`src/rtl/wwdt_pkg.sv`:
```
package wwdt_pkg;

    localparam int CNT_W    = 30;
    localparam int SEL_W    = 3;
    localparam int CSEL_W   = 2;
    localparam int BASE_EXP = 15;
    localparam int EXP_STEP = 2;

    localparam logic [7:0] SVC_CODE  = 8'h4E;
    localparam logic [7:0] STOP_CODE = 8'hB1;

    typedef enum logic [1:0] {
        WIN_ANY     = 2'b00,
        WIN_HALF    = 2'b01,
        WIN_QUARTER = 2'b10,
        WIN_RSVD    = 2'b11
    } win_e;

    typedef struct packed {
        logic [CSEL_W-1:0] clk_sel;
        logic [SEL_W-1:0]  tmo_sel;
        win_e              win;
        logic              rst_act;
    } mode_t;

    localparam mode_t MODE_DEFAULT = '{clk_sel: '0, tmo_sel: '0, win: WIN_ANY, rst_act: 1'b1};

    function automatic logic [CNT_W-1:0] limit_of(input logic [SEL_W-1:0] sel);
        logic [CNT_W-1:0] one;
        one = {{(CNT_W-1){1'b0}}, 1'b1};
        return one << (BASE_EXP + EXP_STEP * int'(sel));
    endfunction

    function automatic logic window_open(input logic [CNT_W-1:0] cnt,
                                         input logic [CNT_W-1:0] lim,
                                         input win_e win);
        case (win)
            WIN_HALF:    return cnt >= (lim >> 1);
            WIN_QUARTER: return cnt >= (lim - (lim >> 2));
            default:     return 1'b1;
        endcase
    endfunction

endpackage

```
`src/rtl/wwdt_ctrl.sv`:
```
module wwdt_ctrl
    import wwdt_pkg::*;
(
    input  logic  clk,
    input  logic  srst,
    input  logic  en_wr,
    input  logic  en_val,
    input  logic  stop_ev,
    input  logic  mode_wr,
    input  mode_t mode_in,
    input  logic  flag_clr,
    input  logic  early_irq,
    output logic  en_bit,
    output logic  running,
    output mode_t mode_q,
    output logic  early_flag
);

    always_ff @(posedge clk) begin
        if (srst) begin
            en_bit     <= 1'b1;
            running    <= 1'b1;
            mode_q     <= MODE_DEFAULT;
            early_flag <= 1'b0;
        end else begin
            if (en_wr) begin
                en_bit <= en_val;
                if (en_val) running <= 1'b1;
            end
            if (stop_ev) running <= 1'b0;
            if (mode_wr && !running) mode_q <= mode_in;
            if (early_irq)
                early_flag <= 1'b1;
            else if (mode_wr && flag_clr)
                early_flag <= 1'b0;
        end
    end


    stopped_needs_en_low_chk: assert property (@(posedge clk) disable iff (srst)
        !running |-> !en_bit);

endmodule

```
`src/rtl/wwdt_counter.sv`:
```
module wwdt_counter
    import wwdt_pkg::*;
(
    input  logic             clk,
    input  logic             srst,
    input  logic             clr,
    input  logic             tick_go,
    input  logic [CNT_W-1:0] limit,
    output logic [CNT_W-1:0] cnt,
    output logic             at_end
);

    assign at_end = (cnt == limit - 1'b1);

    always_ff @(posedge clk) begin
        if (srst || clr)
            cnt <= '0;
        else if (tick_go)
            cnt <= cnt + 1'b1;
    end


    below_limit_chk: assert property (@(posedge clk) disable iff (srst)
        cnt < limit);

endmodule

```
`src/rtl/wwdt_core.sv`:
```
module wwdt_core
    import wwdt_pkg::*;
(
    input  logic              clk,
    input  logic              rst,
    input  logic              tick,
    input  logic              dbg_halt,
    input  logic              cmd_wr,
    input  logic [7:0]        cmd_data,
    input  logic              en_wr,
    input  logic              en_val,
    input  logic              mode_wr,
    input  logic [CSEL_W-1:0] mode_clk_sel,
    input  logic [SEL_W-1:0]  mode_tmo_sel,
    input  logic [1:0]        mode_window,
    input  logic              mode_rst_act,
    input  logic              mode_flag_clr,
    output logic [CSEL_W-1:0] clk_sel,
    output logic              irq,
    output logic              rst_req,
    output logic              early_flag,
    output logic              running,
    output logic [CNT_W-1:0]  count_mon
);

    mode_t            mode_q;
    mode_t            mode_in;
    logic             en_bit;
    logic [CNT_W-1:0] cnt;
    logic [CNT_W-1:0] limit;
    logic             at_end;
    logic             svc, win_ok, early, stop_ev, tick_go, tmo;
    logic             fault_rst, irq_ev, srst, cnt_clr;

    assign mode_in = '{clk_sel: mode_clk_sel, tmo_sel: mode_tmo_sel,
                       win: win_e'(mode_window), rst_act: mode_rst_act};
    assign limit   = limit_of(mode_q.tmo_sel);

    assign svc       = running && cmd_wr && (cmd_data == SVC_CODE);
    assign stop_ev   = running && cmd_wr && (cmd_data == STOP_CODE) && !en_bit;
    assign win_ok    = window_open(cnt, limit, mode_q.win);
    assign early     = svc && !win_ok;
    assign tick_go   = running && tick && !dbg_halt;
    assign tmo       = tick_go && at_end && !(svc && win_ok);
    assign fault_rst = mode_q.rst_act && (early || tmo);
    assign irq_ev    = !mode_q.rst_act && (early || tmo);
    assign srst      = rst || fault_rst;
    assign cnt_clr   = stop_ev || (svc && win_ok) || (tmo && !mode_q.rst_act);

    wwdt_ctrl u_ctrl (
        .clk        (clk),
        .srst       (srst),
        .en_wr      (en_wr),
        .en_val     (en_val),
        .stop_ev    (stop_ev),
        .mode_wr    (mode_wr),
        .mode_in    (mode_in),
        .flag_clr   (mode_flag_clr),
        .early_irq  (early && !mode_q.rst_act),
        .en_bit     (en_bit),
        .running    (running),
        .mode_q     (mode_q),
        .early_flag (early_flag)
    );

    wwdt_counter u_cnt (
        .clk     (clk),
        .srst    (srst),
        .clr     (cnt_clr),
        .tick_go (tick_go),
        .limit   (limit),
        .cnt     (cnt),
        .at_end  (at_end)
    );

    always_ff @(posedge clk) begin
        if (rst) begin
            irq     <= 1'b0;
            rst_req <= 1'b0;
        end else begin
            irq     <= irq_ev;
            rst_req <= fault_rst;
        end
    end

    assign clk_sel   = mode_q.clk_sel;
    assign count_mon = cnt;


    fault_reinit_chk: assert property (@(posedge clk) disable iff (rst)
        rst_req |-> (count_mon == '0) && running && mode_q.rst_act);


    stop_clears_chk: assert property (@(posedge clk) disable iff (rst)
        $fell(running) |-> (count_mon == '0));


    flag_with_irq_chk: assert property (@(posedge clk) disable iff (rst)
        $rose(early_flag) |-> irq);


    halt_hold_chk: assert property (@(posedge clk) disable iff (rst)
        (dbg_halt && !cmd_wr) |=> $stable(count_mon));

endmodule

```
`config.mk`:
```
export PLATFORM = sky130hd
export DESIGN_NAME = wwdt_core
export DESIGN_NICKNAME = d
export VERILOG_FILES = /design/src/rtl/wwdt_pkg.sv /design/src/rtl/wwdt_ctrl.sv /design/src/rtl/wwdt_counter.sv /design/src/rtl/wwdt_core.sv
export SDC_FILE = /design/constraint.sdc
export NUM_CORES = 1
export LEC_CHECK = 0
export BUFFER_PORTS_ARGS = -buffer_cell sky130_fd_sc_hd__buf_2
export CAP_MARGIN = 5
export CORE_MARGIN = 3
export CORE_UTILIZATION = 53
export DETAILED_ROUTE_END_ITERATION = 16
export HOLD_SLACK_MARGIN = 0.08
export PLACE_DENSITY_LB_ADDON = 0.1
export SYNTH_ARGS = -nofsm -noshare
export SYNTH_HDL_FRONTEND = slang
export SYNTH_SLANG_ARGS = --single-unit
```
`constraint.sdc`:
```
create_clock -name clk -period 6.3 [get_ports clk]
set_clock_uncertainty 0.2 [all_clocks]
set_input_delay 1.26 -clock clk [delete_from_list [all_inputs] [get_ports clk]]
set_output_delay 1.26 -clock clk [all_outputs]
set_load 0.01 [all_outputs]
```
==> results.toml <==
[run_status]
status = "completed"

[die]
start_util_pct = 55.68
core_um2 = 6459
die_h_um = 88.37
dieArea_um2 = 7809
fp.dieW_um = 88.37
std_cell_rows = 29
pin_count = 61

[yosys]
synth_seq_cells = 43
seq_area_frac_synth_pct = 23.94
ys.flop_type = "dfxtp_1"
syn-instance-count = 442
synth-edff-count = 0
synth_area_um2 = 3596
async_flop_share_pct = 0
ys_types = 56
syn_avg_cell_area_um2 = 8.136
yosys_warnings = 0

[route]
routedWlPerCell_um = 15.51
drc = 0
ant_nets = 0
drtPass1Iterations = 4
vias = 3341
drtIter0Drc = 211
wl_mm = 9.086
viasPerCell = 5.701

[cts]
ctsLongestPathBuffers = 2
clk_pin_slew_ns = 0.08
clkSinkCount = 43
hold_buffers = 0
cts_tree = "built"
htree_levels = 2
ctsResizeCount = 0
numCtsBuffers = 5
cts_setup_buffers = 0
worst_skew_pair.late_latency_ns = 0.29
cts_root_buf = "clkbuf_8"

[placed_design]
dp_hpwl_mm = 7.306
numPortBuffers = 60
dpl_cell_area_um2 = 3954
place_congestion = 0.9770

[cells_and_area]
antennaDiodeCount = 0
regArea_um2 = 860.8
multi_input_area_um2 = 2610
final_area_um2 = 4071
synthToLayoutAreaGrowth_pct = 13.22
n_fill_cell = 609
final_nets = 586
final_common_cell = "buf_2"
drive_gt1_share_pct = 14.93
layout_common_cells = "buf_2 (60), ha_1 (53), nor2_1 (50), dfxtp_1 (43), nand2_1 (33)"

[power]
p_sw_uw = 119.0
seqPwrFrac_pct = 51.1
combPwrFrac_pct = 8.1
pwr_density_cell_nw_per_um2 = 132.2
p_sw_share_pct = 22.11
clockPowerShare_pct = 40.9
ir_drop_uv = 92.13
p_leak_nw = 1.881
p_int_uw = 419.1

[sta]
period_minus_slack_ns = 5.657
slew_headroom_pct = 37.61
final.period_utilization_pct = 89.80
hold_viol_final = 0
fmax_mhz = 176.8
totalNegativeSetupSlack_ns = 0
hold_ws_ns = 0.3004
worst_slew_pin_slew_ns = 0.9339
setup_viol = 0
slew_viol_final = 0
rsz0062_at_grt = "no"

[global_routing]
first_global_vias = 3060
overflow = 0
grt_max_degree = 31
grt_pass1_wl_mm = 14.69
antenna_found_initial = 0
grt_usage_pct = 23.90

[worst_setup_path]
cp.required_ns = 6.33
worstSetupPathType = "flop to flop"
crit_fanout = 30
cp.arrival_ns = 5.68
startpoint_type = "flop"
cp-end-kind = "flop"

[worst_hold_path]
hp-class = "flop to flop"

[job]
drv_cap = 0
==> cell usage after synthesis (4+ instances only) <==
cell	number	share of area [%]
a21oi_1	18	2.5
xnor2_1	16	3.9
a21o_1	5	1.0
mux2i_1	10	2.8
dfxtp_1	43	24
inv_1	23	2.4
buf_2	4	0.56
xor2_1	28	6.8
and4_1	4	0.97
nor3_1	14	1.9
nor4_1	8	1.4
o21ai_0	15	2.1
ha_1	53	18
nand2_1	33	3.4
nand4_1	15	2.6
and3_1	4	0.70
nand3_1	24	3.3
nor2_1	50	5.2
nor3b_1	4	0.84
nor2b_1	5	0.87
==> power by group through the flow <==
stage                     sequential (mW)  clock (mW)  combinational, mW
after floorplan                     0.281           0             0.0274
after global placement              0.281           0             0.0384
after detailed placement            0.281           0             0.0395
after CTS                           0.275       0.226             0.0397
after global routing                0.275       0.239             0.0486
final                               0.275       0.220             0.0434
==> path summary, 6_finish.rpt <==
check	from	slack, ns	to	depth (start not counted)
worst max register to register	u_ctrl.mode_q[4]	0.64	u_cnt.cnt[13]	17
worst min-delay path	u_ctrl.mode_q[0]	0.30	irq	1
worst max-delay path	u_ctrl.mode_q[4]	0.64	u_cnt.cnt[13]	17
worst min register to register	u_ctrl.mode_q[0]	0.30	irq	1
==> kinds of logic (layout without fill, tap and decap cells) <==
group	Yosys count	count (layout)	share of synthesized area, %
AND/OR/NAND/NOR	184	184	26.13
adder cells (fa/ha/maj)	53	53	18.44
multiplexers	11	11	3.097
buffers and inverters	36	91	4.732
flip-flops	43	43	23.94
AO/OA/AOI/OAI	69	69	12.74
other	2	14	0.2088
XOR/XNOR	44	44	10.72
==> area by class of cell <==
type	count	area share, %
clock buffers	6	2.028
clock inverters	2	0.8605
inverters	23	2.120
multi-input cells	375	64.11
flip-flops and latches	43	21.14
well taps	77	2.366
repair buffers	60	7.376
==> critical path, stage by stage, from the launching register on <==
cell and delay (ns):
dfxtp_1 0.55, nor3b_1 0.47, inv_1 0.20, ha_1 0.36
nor4b_1 0.71, and2_1 0.25, nand2_1 0.06, nand2_1 0.11
a21o_1 0.17, xnor2_1 0.13, ha_1 0.27, nand4_1 0.12
nor2_1 0.08, a221o_1 0.30, o31a_1 0.35, o41ai_1 0.39
or4b_4 0.69, nor2_1 0.16
==> per-layer routing <==
metal / track usage, % / part of all wire, % / up-vias
met5: 0 / 0 / -
met4: 7.143 / 1.6 / 0
met3: 2.607 / 4.6 / 11
met2: 40.52 / 48 / 80
met1: 31.96 / 45 / 1555
li1: - / - / 1695
==> per-stage QoR <==
stage	worst slack [ns]	util, %	power, mW	std cells
2_1_floorplan	1.516	-	0.3084	454
3_3_place_gp	1.075	61.22	0.3195	578
3_5_place_dp	0.7635	61.22	0.3207	578
4_1_cts	0.7346	63.04	0.5404	586
5_1_grt	0.2387	63.04	0.5623	586
6_report	0.6426	63.04	0.5381	586
==> sequential cells by signal, summed over array words and instances, names as in the netlist <==
name               flops
u_ctrl.running         1
u_cnt.cnt             30
irq                    1
u_ctrl.early_flag      1
u_ctrl.mode_q          8
u_ctrl.en_bit          1
rst_req                1
Power figures use the tool's default switching activity.
